### config.mk
export PLATFORM = sky130hd
export DESIGN_NAME = nand_boot_fetcher
export DESIGN_NICKNAME = d
export VERILOG_FILES = /design/src/rtl/nbf_pkg.sv /design/src/rtl/nbf_window_decode.sv /design/src/rtl/nbf_column_ctr.sv /design/src/rtl/nbf_beat_pack.sv /design/src/rtl/nbf_sequencer.sv /design/src/rtl/nand_boot_fetcher.sv
export SDC_FILE = /design/constraint.sdc
export NUM_CORES = 1
export LEC_CHECK = 0
export ABC_CLOCK_PERIOD_IN_PS = 2360
export BUFFER_PORTS_ARGS = -buffer_cell sky130_fd_sc_hd__buf_2
export CORE_UTILIZATION = 51
export DETAILED_ROUTE_END_ITERATION = 10
export GPL_ROUTABILITY_DRIVEN = 0
export HOLD_SLACK_MARGIN = 0.15
export PLACE_DENSITY_LB_ADDON = 0.1
export SETUP_SLACK_MARGIN = 0.3
export SLEW_MARGIN = 40
export SYNTH_ARGS = -nofsm -noshare
export SYNTH_HDL_FRONTEND = slang
export SYNTH_SLANG_ARGS = --single-unit
### constraint.sdc
create_clock -name clk -period 2.36 [get_ports clk]
set_input_delay 0.472 -clock clk [delete_from_list [all_inputs] [get_ports clk]]
set_output_delay 0.472 -clock clk [all_outputs]
set_load 0.1 [all_outputs]
### src/rtl/nbf_pkg.sv
package nbf_pkg;

   typedef enum logic [3:0] {
      ST_RST,
      ST_CMD,
      ST_ADDR,
      ST_WB,
      ST_WAIT,
      ST_IDLE,
      ST_RD,
      ST_CAP,
      ST_RSP,
      ST_OFF
   } nbf_state_e;

   localparam logic [7:0] NBF_READ_CMD  = 8'h00;
   localparam logic [7:0] NBF_ADDR_BYTE = 8'h00;
   localparam int         NBF_CNT_W     = 4;

endpackage

### src/rtl/nbf_window_decode.sv
module nbf_window_decode #(
   parameter int          ADDR_W   = 32,
   parameter int          WIN_W    = 16,
   parameter logic [15:0] WIN_BASE = 16'h1FC0,
   parameter int          COL_W    = 12
) (
   input  logic [ADDR_W-1:0] addr,
   input  logic [COL_W-1:0]  col,
   output logic              hit,
   output logic              bad_seq
);
   localparam int OFF_W = ADDR_W - WIN_W;

   logic [WIN_W-1:0] upper;
   logic [OFF_W-1:0] offset;

   assign upper   = addr[ADDR_W-1 -: WIN_W];
   assign offset  = addr[OFF_W-1:0];
   assign hit     = (upper == WIN_BASE[WIN_W-1:0]);
   assign bad_seq = (offset != OFF_W'(col));

endmodule

### src/rtl/nbf_column_ctr.sv
module nbf_column_ctr #(
   parameter int PAGE_BYTES = 2048,
   parameter int BEAT_BYTES = 4,
   parameter int COL_W      = 12
) (
   input  logic             clk,
   input  logic             rst_n,
   input  logic             adv,
   output logic [COL_W-1:0] col,
   output logic             past_end
);
   localparam logic [COL_W:0]   LIMIT = (COL_W+1)'(PAGE_BYTES);
   localparam logic [COL_W:0]   STEP  = (COL_W+1)'(BEAT_BYTES);
   localparam logic [COL_W-1:0] LAST  = COL_W'(PAGE_BYTES);

   always_ff @(posedge clk) begin
      if (!rst_n)
         col <= '0;
      else if (adv && (col != LAST))
         col <= col + COL_W'(1);
   end

   assign past_end = ({1'b0, col} + STEP) > LIMIT;

   assert_col_no_wrap_R6: assert property (@(posedge clk) disable iff (!rst_n)
      col >= $past(col));
   assert_col_bound_R6: assert property (@(posedge clk) disable iff (!rst_n)
      col <= LAST);
   assert_col_step_R4: assert property (@(posedge clk) disable iff (!rst_n)
      (col == $past(col)) || (col == $past(col) + COL_W'(1)));

endmodule

### src/rtl/nbf_beat_pack.sv
module nbf_beat_pack #(
   parameter int BEAT_BYTES = 4,
   parameter int BI_W       = 2
) (
   input  logic                    clk,
   input  logic                    rst_n,
   input  logic                    fill,
   input  logic                    cap,
   input  logic [BI_W-1:0]         bidx,
   input  logic [7:0]              din,
   output logic [8*BEAT_BYTES-1:0] word
);
   generate
      if (BEAT_BYTES == 1) begin : g_single
         logic unused_bidx;
         assign unused_bidx = ^bidx;
         always_ff @(posedge clk) begin
            if (!rst_n)
               word <= '0;
            else if (fill)
               word <= '1;
            else if (cap)
               word <= din;
         end
      end else begin : g_multi
         always_ff @(posedge clk) begin
            if (!rst_n)
               word <= '0;
            else if (fill)
               word <= '1;
            else if (cap) begin
               for (int i = 0; i < BEAT_BYTES; i++)
                  if (bidx == BI_W'(i))
                     word[8*i +: 8] <= din;
            end
         end
      end
   endgenerate

endmodule

### src/rtl/nbf_sequencer.sv
module nbf_sequencer
   import nbf_pkg::*;
#(
   parameter int ADDR_CYCLES = 4,
   parameter int WB_CYCLES   = 2,
   parameter int BEAT_BYTES  = 4,
   parameter int BI_W        = 2
) (
   input  logic            clk,
   input  logic            rst_n,
   input  logic            nand_ready,
   input  logic            sw_off,
   input  logic            accept,
   input  logic            bad_seq,
   input  logic            past_end,
   output nbf_state_e      state,
   output logic [BI_W-1:0] bidx,
   output logic            req_ready,
   output logic            cap,
   output logic            fill,
   output logic            rsp_err,
   output logic            overrun
);
   localparam logic [NBF_CNT_W-1:0] ADDR_LAST = NBF_CNT_W'(ADDR_CYCLES - 1);
   localparam logic [NBF_CNT_W-1:0] WB_LAST   = NBF_CNT_W'(WB_CYCLES - 1);
   localparam logic [BI_W-1:0]      BEAT_LAST = BI_W'(BEAT_BYTES - 1);

   nbf_state_e           nxt;
   logic [NBF_CNT_W-1:0] cnt;
   logic                 off_pend;
   logic                 off_req;
   logic                 take;

   assign off_req   = sw_off | off_pend;
   assign req_ready = (state == ST_IDLE) && !sw_off;
   assign take      = accept && req_ready;
   assign cap       = (state == ST_CAP);
   assign fill      = take && (bad_seq || past_end);

   always_comb begin
      nxt = state;
      unique case (state)
         ST_RST:  nxt = ST_CMD;
         ST_CMD:  nxt = ST_ADDR;
         ST_ADDR: if (cnt == ADDR_LAST) nxt = ST_WB;
         ST_WB:   if (cnt == WB_LAST) nxt = ST_WAIT;
         ST_WAIT: begin
            if (off_req)         nxt = ST_OFF;
            else if (nand_ready) nxt = ST_IDLE;
         end
         ST_IDLE: begin
            if (off_req)   nxt = ST_OFF;
            else if (take) nxt = (bad_seq || past_end) ? ST_RSP : ST_RD;
         end
         ST_RD:   nxt = ST_CAP;
         ST_CAP:  nxt = (bidx == BEAT_LAST) ? ST_RSP : ST_RD;
         ST_RSP:  nxt = off_req ? ST_OFF : ST_IDLE;
         ST_OFF:  nxt = ST_OFF;
         default: nxt = ST_OFF;
      endcase
   end

   always_ff @(posedge clk) begin
      if (!rst_n) begin
         state    <= ST_RST;
         cnt      <= '0;
         bidx     <= '0;
         off_pend <= 1'b0;
         rsp_err  <= 1'b0;
         overrun  <= 1'b0;
      end else begin
         state <= nxt;
         if (sw_off)
            off_pend <= 1'b1;
         if ((state == ST_ADDR || state == ST_WB) && nxt == state)
            cnt <= cnt + NBF_CNT_W'(1);
         else
            cnt <= '0;
         if (state == ST_IDLE)
            bidx <= '0;
         else if (state == ST_CAP)
            bidx <= bidx + BI_W'(1);
         if (take && state == ST_IDLE) begin
            rsp_err <= bad_seq;
            if (!bad_seq && past_end)
               overrun <= 1'b1;
         end
      end
   end

   assert_wait_ready_R2: assert property (@(posedge clk) disable iff (!rst_n)
      (state == ST_IDLE && $past(state) == ST_WAIT) |-> $past(nand_ready));
   assert_overrun_sticky_R7: assert property (@(posedge clk) disable iff (!rst_n)
      overrun |=> overrun);
   assert_off_terminal_R9: assert property (@(posedge clk) disable iff (!rst_n)
      (state == ST_OFF) |=> (state == ST_OFF));

endmodule

### src/rtl/nand_boot_fetcher.sv
module nand_boot_fetcher
   import nbf_pkg::*;
#(
   parameter int          ADDR_W      = 32,
   parameter int          WIN_W       = 16,
   parameter logic [15:0] WIN_BASE    = 16'h1FC0,
   parameter int          PAGE_BYTES  = 2048,
   parameter int          BEAT_BYTES  = 4,
   parameter int          ADDR_CYCLES = 4,
   parameter int          WB_CYCLES   = 2
) (
   input  logic                    clk,
   input  logic                    rst_n,
   input  logic                    sw_boot_off,
   output logic                    boot_mode,
   input  logic                    req_valid,
   input  logic [ADDR_W-1:0]       req_addr,
   output logic                    req_ready,
   output logic                    rsp_valid,
   output logic [8*BEAT_BYTES-1:0] rsp_data,
   output logic                    rsp_err,
   output logic                    overrun,
   output logic                    nand_cle,
   output logic                    nand_ale,
   output logic                    nand_re,
   output logic [7:0]              nand_io_out,
   input  logic [7:0]              nand_io_in,
   input  logic                    nand_ready
);
   localparam int COL_W = $clog2(PAGE_BYTES + 1);
   localparam int BI_W  = (BEAT_BYTES > 1) ? $clog2(BEAT_BYTES) : 1;
   localparam int OFF_W = ADDR_W - WIN_W;

   generate
      if (PAGE_BYTES % BEAT_BYTES != 0) begin : g_bad_page
         $error("page size must be a multiple of the beat size");
      end
      if (ADDR_CYCLES < 1 || ADDR_CYCLES > 15) begin : g_bad_acyc
         $error("address cycle count out of range");
      end
      if (WB_CYCLES < 1 || WB_CYCLES > 15) begin : g_bad_wb
         $error("busy settle count out of range");
      end
      if (WIN_W > 16 || OFF_W < COL_W) begin : g_bad_win
         $error("boot window too narrow for the page");
      end
   endgenerate

   nbf_state_e       state;
   logic [COL_W-1:0] col;
   logic [BI_W-1:0]  bidx;
   logic             hit, bad_seq, past_end, cap, fill, accept;

   assign accept = req_valid && hit;

   nbf_window_decode #(
      .ADDR_W(ADDR_W), .WIN_W(WIN_W), .WIN_BASE(WIN_BASE), .COL_W(COL_W)
   ) u_dec (
      .addr(req_addr), .col(col), .hit(hit), .bad_seq(bad_seq)
   );

   nbf_column_ctr #(
      .PAGE_BYTES(PAGE_BYTES), .BEAT_BYTES(BEAT_BYTES), .COL_W(COL_W)
   ) u_col (
      .clk(clk), .rst_n(rst_n), .adv(cap), .col(col), .past_end(past_end)
   );

   nbf_sequencer #(
      .ADDR_CYCLES(ADDR_CYCLES), .WB_CYCLES(WB_CYCLES),
      .BEAT_BYTES(BEAT_BYTES), .BI_W(BI_W)
   ) u_seq (
      .clk(clk), .rst_n(rst_n), .nand_ready(nand_ready), .sw_off(sw_boot_off),
      .accept(accept), .bad_seq(bad_seq), .past_end(past_end),
      .state(state), .bidx(bidx), .req_ready(req_ready), .cap(cap),
      .fill(fill), .rsp_err(rsp_err), .overrun(overrun)
   );

   nbf_beat_pack #(
      .BEAT_BYTES(BEAT_BYTES), .BI_W(BI_W)
   ) u_pack (
      .clk(clk), .rst_n(rst_n), .fill(fill), .cap(cap), .bidx(bidx),
      .din(nand_io_in), .word(rsp_data)
   );

   assign boot_mode = (state != ST_OFF);
   assign rsp_valid = (state == ST_RSP);
   assign nand_cle  = (state == ST_CMD);
   assign nand_ale  = (state == ST_ADDR);
   assign nand_re   = (state == ST_RD);

   always_comb begin
      unique case (state)
         ST_CMD:  nand_io_out = NBF_READ_CMD;
         ST_ADDR: nand_io_out = NBF_ADDR_BYTE;
         default: nand_io_out = 8'h00;
      endcase
   end

   assert_strobe_onehot_R1: assert property (@(posedge clk) disable iff (!rst_n)
      $onehot0({nand_cle, nand_ale, nand_re}));
   assert_reject_ones_R5: assert property (@(posedge clk) disable iff (!rst_n)
      (rsp_valid && rsp_err) |-> (rsp_data == '1));
   assert_rsp_not_ready_R8: assert property (@(posedge clk) disable iff (!rst_n)
      rsp_valid |-> !req_ready);
   assert_rsp_single_R8: assert property (@(posedge clk) disable iff (!rst_n)
      rsp_valid |=> !rsp_valid);
   assert_off_quiet_R9: assert property (@(posedge clk) disable iff (!rst_n)
      !boot_mode |-> !(nand_cle || nand_ale || nand_re || req_ready || rsp_valid));

endmodule

* After elaboration in Yosys (flattened, before gate mapping)
Index checks and enable logic that the tools add are counted.
Operators by class: $add $sub $neg 4, magnitude comparators 1, shifts and indexed selects 0, div/mod/pow operators 0, reductions and logical operators 26, bitwise operators 2, eq/ne operators 18, multipliers 0, muxes and demuxes 16
Operator list (number):
- 32-bit two-way mux | 2
- 4-bit two-way mux | 9
- 4-bit case mux with 9 select lines | 1
- 8-bit two-way mux | 4
- 16-bit by 13-bit == test with 1-bit output (second input constant) | 1
- 4-bit by 3-bit == test with 1-bit output (second input constant) | 4
- 16-bit by 12-bit inequality test with 1-bit output | 1
- 12-bit by 3-bit adder with 13-bit output (second input constant) | 1
- 13-bit by 12-bit greater-than comparator with 1-bit output (second input constant) | 1
- 12-bit by 1-bit adder with 12-bit output (second input constant) | 1
- 4-bit by 2-bit == test with 1-bit output (second input constant) | 3
- 12-bit inequality test (second input constant) | 1
- 2-bit AND reduction | 6
- 2-bit nonzero test | 5
- 4-bit by 1-bit == test with 1-bit output (second input constant) | 2
- 1-bit logical AND | 8
- 4-bit by 1-bit adder with 4-bit output (second input constant) | 1
- 2-bit == test (second input constant) | 2
- 4-bit == test | 1
- 4-bit == test (second input constant) | 1
- 4-bit logical NOT | 1
- 4-bit inequality test (second input constant) | 1
- 2-bit by 1-bit adder with 2-bit output (second input constant) | 1
- 2-bit by 1-bit == test with 1-bit output (second input constant) | 1
- 6 further kinds | 8
Word-level totals: bits in writable memories 0, latch bits 0, memories kept 0, bits in read-only memories 0, input bits 45, logic and storage cells 78, output and inout bits 48, register bits 57

* Logic depth before layout (Yosys ltp)
Gate-level depths: netlist of the first run.
depth after elaboration 10, gate-level depth with buffers 7, gate-level depth less buffers 7

* Cells and area by module
From an unflattened synthesis of the first run, not the netlist that was laid out.
Second synthesis, totals: cells, all modules 327, area total of the unflattened synthesis 2939.1 µm²
Modules (own cells, without submodules):
- nbf_beat_pack | area each 1237.4 µm², instances 1, cells an instance 122, sequential area each 640.6 µm²
- nbf_sequencer | area each 732.0 µm², instances 1, cells an instance 88, sequential area each 260.2 µm²
- nbf_column_ctr | area each 663.1 µm², instances 1, cells an instance 78, sequential area each 240.2 µm²
- nbf_window_decode | area each 186.4 µm², instances 1, cells an instance 24, sequential area each 0.0 µm²
- nand_boot_fetcher | area each 120.1 µm², instances 1, cells an instance 15, sequential area each 0.0 µm²

* Worst setup path before layout of the first run
OpenSTA, ideal clock, no wires.
path type register to output, start point register u_seq.state[0], end point output nand_ale, path buffers 2, arrival 3533 ps, path slack -1645 ps, required time 1888 ps, stages on the path, launching flop included 4, path through dfxtp_1 > buf_2 > clkbuf_1 > nor4_1
Between the ends: longest elaborated chain between the ends 1
RTL lines:
- from (decl) | RTL line nbf_sequencer.sv:16 | output nbf_state_e state,
- from (signal assigned) | RTL line nbf_sequencer.sv:72 | state <= nxt;
- 4-bit by 2-bit == test with 1-bit output | RTL line nand_boot_fetcher.sv:88 | assign nand_ale = (state == ST_ADDR);
- to (decl) | RTL line nand_boot_fetcher.sv:24 | output logic nand_ale,
Every way passes these cells.

* Worst setup path in the final report of the first run
start point register u_seq.state[0], end point output req_ready
Between the ends: longest elaborated chain between the ends 2
RTL lines:
- 4-bit by 3-bit == test with 1-bit output | RTL line nbf_sequencer.sv:35 | assign req_ready = (state == ST_IDLE) && !sw_off;
- 1-bit logical AND | RTL line nbf_sequencer.sv:35
- to (decl) | RTL line nand_boot_fetcher.sv:18 | output logic req_ready,
Every way passes these cells.

==> results of run 1 <==
==> layout by cell type, fill, tap and decap left out, types with 3 or more instances in the layout <==
cell,instances
a21oi_1,37
a31oi_1,5
and3_2,3
buf_12,3
buf_2,79
buf_4,11
clkbuf_8,10
conb_1,8
dfxtp_1,54
dfxtp_2,3
ha_1,8
inv_1,13
mux2i_1,32
nand2_1,13
nand2_2,4
nand3_1,16
nand4_1,5
nor2_1,21
nor3_1,3
nor4_1,6
nor4_4,3
o21ai_0,5
xnor2_1,16
xor2_1,9
==> metal layers <==
layer  share of wire (%)  vias up  wire length, µm  GRT usage, %
met3                 3.7        5              238         5.412
met2                  50       52             3227         38.50
met1                  45     1199             2878         26.97
met5                   0        -                0             0
li1                    -     1277                -             -
met4                0.77        0               49         10.75
==> logic make-up (layout without fill, tap and decap cells) <==
kind of cell,after synthesis,in the layout,share of synthesized area [%]
xor+xnor,25,25,7.543
simple gates,95,95,18.79
other cells,1,8,0.1292
mux,32,32,11.03
compound gates,58,58,12.11
buf+inv,36,123,7.629
fa+ha+maj,8,8,3.448
flops,57,57,39.31
==> repair_timing <==
item / in CTS / in global routing
endpoints found under the hold margin: 0 / 0
gates resized for setup: 4 / 2
hold buffers: 0 / 0
pin swaps: 1 / 0
endpoints found under the setup margin: 4 / 3
==> power breakdown <==
| part | switching (W) | internal [W] | total [W] | leakage [nW] |
|---|---|---|---|---|
| clock | 0.000386 | 0.000622 | 0.00101 | 0.113 |
| sequential | 0.0000112 | 0.000970 | 0.000981 | 0.461 |
| combinational | 0.000173 | 0.0000799 | 0.000253 | 1.18 |
| total | 0.000570 | 0.00167 | 0.00224 | 1.76 |
==> worst max-delay path, delay by kind of cell (launching register included) <==
| kind | cells | cell delay (ns) |
|---|---|---|
| buffers and inverters | 2 | 0.34 |
| DFF | 1 | 0.43 |
| and+or+nand+nor | 2 | 0.42 |
==> final timing paths <==
kind	from	to	slack, ns
min	rst_n	u_seq.rsp_err	0.45
max reg2reg	u_col.col[2]	u_pack.word[26]	0.43
min reg2reg	u_seq.overrun	u_seq.overrun	0.47
max	u_seq.state[0]	req_ready	0.37
==> flip-flops by register name (all words and copies together), names as in the netlist <==
name and cells:
u_seq.bidx 2, u_seq.rsp_err 1, u_seq.off_pend 1, u_seq.state 4, u_col.col 12, u_seq.overrun 1
u_pack.word 32, u_seq.cnt 4
==> through the flow <==
step / worst slack [ns] / util [%] / power, W / cells
2_1_floorplan: 0.1500 / - / 0.001200 / 319
3_3_place_gp: 0.2254 / 62.33 / 0.001250 / 462
4_1_cts: 0.2455 / 66.48 / 0.002258 / 478
3_5_place_dp: 0.2133 / 62.33 / 0.001252 / 462
5_1_grt: 0.3037 / 66.58 / 0.002319 / 478
6_report: 0.3728 / 66.58 / 0.002241 / 478
==> final cells by class <==
cell class	count	area [µm²]
inverter	13	48.80
tap	72	90.09
timing repair buffer	94	549.3
fill	471	1841
clock inverter	5	78.83
multi-input combinational	226	1613
clock buffer	11	141.4
sequential	57	1145
==> flow_metrics.env, run 1 <==
export IMPL_status="completed"
export IMPL_placed_cell_area_um2=3432
export IMPL_layout_drive_gt1_share_pct=31.77
export IMPL_grt_pass1_wl_mm=10.70
export IMPL_yosys_register_bits=57
export IMPL_powerDensity_nw_per_um2=611.3
export IMPL_syn_avg_cell_area_um2=9.304
export IMPL_hold_class="in2reg"
export IMPL_grt_max_degree=47
export IMPL_synth_most_common_cell="dfxtp_1"
export IMPL_clk_path_buf_depth=2
export IMPL_synthArstFlopShare_pct=0
export IMPL_ir_drop_uv=501.2
export IMPL_crit_slowest_cell="dfxtp_2"
export IMPL_grtUsageTotal_pct=22.73
export IMPL_antenna_found_initial=0
export IMPL_max_freq_mhz=503.2
export IMPL_clk_latency_ns=0.33
export IMPL_startpoint_type="flop"
export IMPL_endpoint_kind="primary output"
export IMPL_ant_nets=0
export IMPL_crit_chain="and4bb_2 -> nand2b_4 -> inv_1 -> buf_4"
export IMPL_cts_sinks=57
export IMPL_min_period_ns=1.987
export IMPL_syn_cell_area_um2=2903
export IMPL_dieArea_um2=5998
export IMPL_drt_iter0_drc=80
export IMPL_cts_root_buf="clkbuf_8"
export IMPL_synth_cell_types=54
export IMPL_grt_ovfl_total=0
export IMPL_std_cell_rows=27
export IMPL_start_util_pct=52.72
export IMPL_ys_flop_type="dfxtp_1"
export IMPL_layout_nets=454
export IMPL_die_y_um=77.45
export IMPL_vias_per_cell=5.299
export IMPL_drt_total_wl_mm=6.395
export IMPL_hold_viol=0
export IMPL_leakage_nw=1.759
export IMPL_io_pins=93
export IMPL_routedWlPerCell_um=13.38
export IMPL_cap_viol_max_count=0
export IMPL_core_area_um2=5507
export IMPL_vias=2533
export IMPL_antenna_cells=0
export IMPL_slew_headroom_pct=62.76
export IMPL_drv_slew=0
export IMPL_stdcell_area_um2=3666
export IMPL_worstPathArrival_ns=1.52
export IMPL_cts_tree="built"
export IMPL_path_class="reg2out"
export IMPL_yosysSeqAreaShare_pct=39.31
export IMPL_critPathMaxFanout=10
export IMPL_cts_buffers=9
export IMPL_syn_inst=312
export IMPL_cts_max_level=3
export IMPL_worst_r2r_path_depth=6
export IMPL_hold_worst_slack_ns=0.4544
export IMPL_yosysTopAreaCell="dfxtp_1"
export IMPL_clk_pin_slew_ns=0.07
export IMPL_setup_viol=0
export IMPL_timing_worst_slew_pin_value_ns=0.5509
export IMPL_dieWidth_um=77.45
export IMPL_synth_edf_count=0
export IMPL_yosysWarningCount=0
export IMPL_drc=0
export IMPL_critical_path_max_stage_delay_ns=0.43
export IMPL_rsz0062_at_grt="false"
export IMPL_first_pass_iters=4
export IMPL_yosys_top_cells_count="57 x dfxtp_1, 37 x a21oi_1, 32 x mux2i_1"
export IMPL_finClkSkew_ns=0.01508
export IMPL_portBuffers=84
export IMPL_grt_pass1_vias=2374
export IMPL_synth_top_area_share_pct=39.31
export IMPL_postCtsSetupBuffers=0
export IMPL_whs_path_depth=2
export IMPL_critical_path_required_ns=1.89
export IMPL_netlist_top_cells_area="dfxtp_1 39%, mux2i_1 11%, a21oi_1 6.4%"
export IMPL_area_growth_pct=26.29
export IMPL_place_hpwl_mm=4.631
export IMPL_setup_tns_ns=0
export IMPL_timing_final_crit_share_pct=84.20
No activity file was read; power rests on OpenSTA's default activity.
==> run 2: changes to the inputs <==
--- a/config.mk
+++ b/config.mk
@@ -5,7 +5,7 @@
 export SDC_FILE = /design/constraint.sdc
 export NUM_CORES = 1
 export LEC_CHECK = 0
-export ABC_CLOCK_PERIOD_IN_PS = 2360
+export ABC_CLOCK_PERIOD_IN_PS = 2000
 export BUFFER_PORTS_ARGS = -buffer_cell sky130_fd_sc_hd__buf_2
 export CORE_UTILIZATION = 51
 export DETAILED_ROUTE_END_ITERATION = 10
==> constraint.sdc (replaced) <==
create_clock -name clk -period 2 [get_ports clk]
set_input_delay 0.4 -clock clk [delete_from_list [all_inputs] [get_ports clk]]
set_output_delay 0.4 -clock clk [all_outputs]
set_load 0.1 [all_outputs]
==> flow_metrics.env, run 2 (synthesis results as in run 1) <==
export IMPL_start_util_pct=52.72
export IMPL_hold_viol=0
export IMPL_rsz0062_at_grt="true"
export IMPL_grtUsageTotal_pct=27.33
export IMPL_dieWidth_um=77.45
export IMPL_antenna_found_initial=0
export IMPL_seqPwrFrac_pct=40.7
export IMPL_cts_root_buf="clkbuf_8"
export IMPL_ir_drop_uv=466.7
export IMPL_r2r_slack_ns=0.09
export IMPL_cts_buffers=9
export IMPL_critical_path_max_stage_delay_ns=0.36
export IMPL_antenna_cells=0
export IMPL_slew_headroom_pct=47.40
export IMPL_cts_tree="built"
export IMPL_setup_tns_ns=0
export IMPL_grt_pass1_vias=2796
export IMPL_startpoint="u_seq.state[3]"
export IMPL_portBuffers=84
export IMPL_std_cell_rows=27
export IMPL_drt_total_wl_mm=10.42
export IMPL_leakage_nw=1.924
export IMPL_max_freq_mhz=522.7
export IMPL_crit_family="buffers and inverters"
export IMPL_routedWlPerCell_um=20.16
export IMPL_crit_slowest_cell="dfxtp_4"
export IMPL_cap_viol_max_count=0
export IMPL_hp_start="sw_boot_off"
export IMPL_timing_worst_slew_pin_value_ns=0.7819
export IMPL_min_period_ns=1.913
export IMPL_layout_commonest_cell="buf_2"
export IMPL_layout_nets=494
export IMPL_area_growth_pct=63.49
export IMPL_critical_path_required_ns=2.24
export IMPL_drt_iter0_drc=183
export IMPL_die_y_um=77.45
export IMPL_cts_sinks=57
export IMPL_layout_drive_gt1_share_pct=58.65
export IMPL_combPwrFrac_pct=13.6
export IMPL_largest_reg_flops=32
export IMPL_setup_viol=0
export IMPL_p_int_w=0.002079
export IMPL_p_clk_share_pct=45.7
export IMPL_status="completed"
export IMPL_stdcell_area_um2=4746
export IMPL_grt_ovfl_total=0
export IMPL_hold_buffers=0
export IMPL_path_class="reg2reg"
export IMPL_clk_latency_ns=0.34
export IMPL_placed_cell_area_um2=3727
export IMPL_clk_pin_slew_ns=0.07
export IMPL_powerDensity_nw_per_um2=597.0
export IMPL_hold_class="in2reg"
export IMPL_critPathMaxFanout=4
export IMPL_drc=0
export IMPL_dieArea_um2=5998
export IMPL_first_pass_iters=5
export IMPL_grt_pass1_wl_mm=12.74
export IMPL_clk_path_buf_depth=2
export IMPL_switchingPower_w=0.0007539
export IMPL_layout_common_cells="78 x buf_2, 42 x dfxtp_1, 32 x buf_4"
export IMPL_swShare_pct=26.61
export IMPL_ant_nets=0
export IMPL_grt_max_degree=34
export IMPL_cp_num_buf_inv=4
export IMPL_hold_worst_slack_ns=0.4094
export IMPL_startpoint_type="flop"
export IMPL_vias_per_cell=5.880
export IMPL_core_area_um2=5507
export IMPL_timing_final_crit_share_pct=95.67
export IMPL_finClkSkew_ns=0.007377
export IMPL_reg_top3="u_pack.word x32, u_col.col x12"
export IMPL_io_pins=93
export IMPL_endpoint_kind="flop"
export IMPL_cts_max_level=3
export IMPL_top_register="u_pack.word"
export IMPL_drv_slew=0
export IMPL_worstReg2RegStart="u_seq.state[3]"
export IMPL_worstPathArrival_ns=2.16
export IMPL_cp_common_cell="buf_6"
export IMPL_vias=3040
export IMPL_place_hpwl_mm=4.844
export IMPL_crit_chain="buf_6 -> and4bb_2 -> nand2b_4 -> buf_6 -> a2111o_1 -> buf_6 -> buf_6 -> a41oi_2"
==> run 2: cell count changes in the layout (fill, tap and decap cells not counted), sizes merged <==
cell	change
bufinv	+1
inv	-3
clkinvlp	+4
clkinv	-1
buf	+40
clkbuf	-2
==> run 2: worst min-delay path, delay by kind of cell <==
kind	cells	cell delay, ns
AOI/OAI and AO/OA	2	0.18
buffers and inverters	1	0.13
==> run 2: layout make-up <==
type | count | area (µm²)
inverter | 13 | 62.56
clock buffer | 9 | 123.9
multi-input combinational | 226 | 2155
fill | 275 | 760.7
sequential | 57 | 1175
clock inverter | 6 | 107.6
tap | 72 | 90.09
timing repair buffer | 134 | 1032
==> run 2: path summary, 6_finish.rpt <==
kind,to,cells after the start
worst min register to register,u_seq.cnt[0],1
worst max-delay path,u_seq.state[3],8
worst max register to register,u_seq.state[3],8
worst min-delay path,u_seq.state[0],3
==> run 2: timing repair <==
action | CTS | global route
pin swaps | 9 | 24
setup endpoints to repair | 50 | 61
setup buffers | 16 | 11
gates cloned | 3 | 0
resized for setup | 37 | 74
==> run 2: power groups by stage <==
stage               combinational, W  sequential (W)  clock (W)
CTS                         0.000340         0.00115    0.00129
global placement            0.000331         0.00118          0
global route                0.000400         0.00115    0.00135
finish                      0.000386         0.00115    0.00129
floorplan                   0.000257         0.00117          0
detailed placement          0.000334         0.00118          0
==> run 2: metal layers <==
layer | track usage [%] | wire length [µm]
met5 | 0 | 0
met4 | 13.58 | 478
met3 | 5.882 | 582
met2 | 46.37 | 5277
met1 | 32.48 | 4085
==> run 2: metrics by stage <==
step                worst slack, ns  util (%)  instances  total power (W)
finish                      0.08668     86.19        517         0.002833
global route                0.05261     86.19        517         0.002906
CTS                          0.1249     77.85        506         0.002783
detailed placement          -0.1299     67.69        472         0.001515
global placement           -0.05819     67.69        472         0.001511
floorplan                  -0.04923         -        319         0.001432
==> run 3: changes to the inputs <==
--- a/config.mk
+++ b/config.mk
@@ -16,4 +16,5 @@
 export SLEW_MARGIN = 40
 export SYNTH_ARGS = -nofsm -noshare
 export SYNTH_HDL_FRONTEND = slang
+export SYNTH_HIERARCHICAL = 1
 export SYNTH_SLANG_ARGS = --single-unit
==> flow_metrics.env, run 3 <==
export IMPL_status="complete, but fails checks"
export IMPL_violations="negative setup slack"
export IMPL_core_area_um2=5540
export IMPL_reg_top3="u_pack/word x32, u_col/col x12"
export IMPL_timing_worst_slew_pin_value_ns=0.5631
export IMPL_die_y_um=77.92
export IMPL_p_int_w=0.001996
export IMPL_yosysWarningCount=6
export IMPL_min_period_ns=2.127
export IMPL_std_cell_rows=27
export IMPL_worstPathArrival_ns=2.39
export IMPL_combPwrFrac_pct=14.4
export IMPL_portBuffers=84
export IMPL_cts_buffers=9
export IMPL_clk_path_buf_depth=2
export IMPL_critPathMaxFanout=3
export IMPL_antenna_found_initial=0
export IMPL_dp_slack_ns=-0.5104
export IMPL_r2r_slack_ns=-0.08
export IMPL_cts_tree="built"
export IMPL_cts_max_level=3
export IMPL_endpoint_kind="flop"
export IMPL_ant_nets=0
export IMPL_vias=3032
export IMPL_vias_per_cell=5.732
export IMPL_whs_path_depth=3
export IMPL_swShare_pct=26.77
export IMPL_clk_latency_ns=0.33
export IMPL_path_class="in2reg"
export IMPL_leakage_nw=2.027
export IMPL_p_clk_share_pct=43.5
export IMPL_grt_max_degree=39
export IMPL_synthArstFlopShare_pct=0
export IMPL_critical_path_required_ns=2.27
export IMPL_worst_r2r_path_depth=7
export IMPL_syn_cell_area_um2=2939
export IMPL_first_pass_iters=5
export IMPL_drt_total_wl_mm=7.806
export IMPL_netlist_top_cells_area="dfxtp_1 39%, o311a_1 11%, nand2_1 5.6%"
export IMPL_total_power_w=0.002725
export IMPL_drc=0
export IMPL_dp_cells=492
export IMPL_setup_viol=37
export IMPL_dieWidth_um=77.92
export IMPL_antenna_cells=0
export IMPL_layout_nets=502
export IMPL_top_register="u_pack/word"
export IMPL_ys_flop_type="dfxtp_1"
export IMPL_synth_top_area_share_pct=38.83
export IMPL_powerDensity_nw_per_um2=626.8
export IMPL_drt_iter0_drc=138
export IMPL_switchingPower_w=0.0007295
export IMPL_layout_commonest_cell="buf_2"
export IMPL_yosys_top_cells_count="57 x dfxtp_1, 44 x nand2_1, 32 x o311a_1"
export IMPL_layout_common_cells="79 x buf_2, 45 x dfxtp_1, 44 x nand2_1"
export IMPL_hold_viol=0
export IMPL_holdPathEnd="u_col/col[2]"
export IMPL_max_freq_mhz=470.2
export IMPL_yosysTopAreaCell="dfxtp_1"
export IMPL_yosysSeqAreaShare_pct=38.83
export IMPL_setup_tns_ns=-2.340
export IMPL_place_hpwl_mm=5.158
export IMPL_synth_most_common_cell="dfxtp_1"
export IMPL_grt_pass1_wl_mm=12.34
export IMPL_synth_cell_types=53
export IMPL_start_util_pct=53.05
export IMPL_io_pins=93
export IMPL_seqPwrFrac_pct=42.2
export IMPL_layout_setup_ws_ns=-0.1267
export IMPL_area_growth_pct=47.94
export IMPL_dieArea_um2=6071
export IMPL_finClkSkew_ns=0.01108
export IMPL_cts_root_buf="clkbuf_8"
export IMPL_startpoint_type="primary input"
export IMPL_grtUsageTotal_pct=25.45
export IMPL_ir_drop_uv=343.3
export IMPL_rsz0062_at_grt="true"
export IMPL_syn_avg_cell_area_um2=8.988
export IMPL_drv_slew=0
export IMPL_fin_cells=529
export IMPL_hp_start="rst_n"
export IMPL_cts_sinks=57
export IMPL_syn_inst=327
export IMPL_grt_pass1_vias=2804
export IMPL_hold_class="in2reg"
export IMPL_clk_pin_slew_ns=0.07
export IMPL_synth_edf_count=0
export IMPL_routedWlPerCell_um=14.76
export IMPL_grt_ovfl_total=0
export IMPL_layout_drive_gt1_share_pct=46.61
export IMPL_cap_viol_max_count=0
export IMPL_largest_reg_flops=32
export IMPL_yosys_register_bits=57
export IMPL_timing_final_crit_share_pct=106.3
export IMPL_r2r_end="u_seq/cnt[2]"
export IMPL_slew_headroom_pct=62.46
export IMPL_worstReg2RegStart="u_col/col[1]"
run 3: cell count changes after synthesis, sizes merged, moves of 6 or more:
cell / change
o311a: +32
mux2i: -31
or4: +6
a21oi: -24
xnor2: -14
inv: -6
nand3: -10
nor4: -8
nand2: +27
or3: +7
run 3: cell type report:
| type | count | area, µm² |
|---|---|---|
| clock buffers | 9 | 123.9 |
| clock inverters | 7 | 92.59 |
| fillers | 372 | 1192 |
| inverters | 7 | 28.78 |
| multi-input cells | 241 | 1878 |
| flip-flops and latches | 57 | 1169 |
| well taps | 72 | 90.09 |
| repair buffers | 136 | 965.9 |
run 3: worst max-delay path, cell delays in order:
cell	delay, ns
buf_6	0.09
or4_1	0.54
nor4_2	0.18
nand4_1	0.23
or4_4	0.48
nor3_4	0.22
o221ai_2	0.15
nor2_1	0.10
run 3: power groups by stage:
stage / Combinational [W] / Sequential (W) / Clock [W]
finish: 0.000392 / 0.00115 / 0.00118
global route: 0.000412 / 0.00115 / 0.00126
CTS: 0.000380 / 0.00115 / 0.00120
detailed placement: 0.000318 / 0.00118 / 0
global placement: 0.000316 / 0.00118 / 0
floorplan: 0.000226 / 0.00119 / 0
run 3: per-layer routing:
| layer | vias up | track usage, % | share of wire (%) |
|---|---|---|---|
| met5 | - | 0 | 0 |
| met4 | 0 | 9.630 | 1.5 |
| met3 | 14 | 5.059 | 6.9 |
| met2 | 135 | 44.60 | 49 |
| met1 | 1424 | 30.58 | 42 |
| li1 | 1459 | - | - |
run 3: worst max path at each step:
stage / slack [ns] / cells after the start / start / endpoint
2_1_floorplan: -0.25 / 7 / req_addr[13] / u_seq/cnt[2]
3_3_place_gp: -0.46 / 8 / req_addr[13] / u_seq/cnt[2]
3_5_place_dp: -0.51 / 8 / req_addr[13] / u_seq/cnt[2]
4_1_cts: -0.07 / 8 / req_addr[13] / u_seq/cnt[2]
5_1_grt: -0.22 / 8 / req_addr[13] / u_seq/cnt[1]
6_report: -0.13 / 8 / req_addr[13] / u_seq/cnt[2]
run 3: cells by family after synthesis:
group / count (synthesis) / synth area share [%]
simple gates: 140 / 27.08
buf+inv: 36 / 7.280
compound gates: 71 / 19.46
fa+ha+maj: 5 / 2.129
flops: 57 / 38.82
xor+xnor: 16 / 4.768
other cells: 1 / 0.1276
mux: 1 / 0.3406
run 3: what timing repair did:
item,4_1_cts,5_1_grt
hold buffers,0,0
setup buffers,15,4
gates resized for setup,42,30
pin swaps,21,34
gates cloned,0,2
setup endpoints to repair,50,54
run 3: through the flow:
| stage | hold slack (ns) | cell area [µm²] | util (%) |
|---|---|---|---|
| finish | 0.4343 | 4348 | 78.48 |
| global placement | 0.4489 | 3722 | 67.19 |
| global route | 0.4446 | 4348 | 78.48 |
| floorplan | 0.4334 | 3143 | - |
| CTS | 0.4108 | 4197 | 75.75 |
| detailed placement | 0.4640 | 3722 | 67.19 |
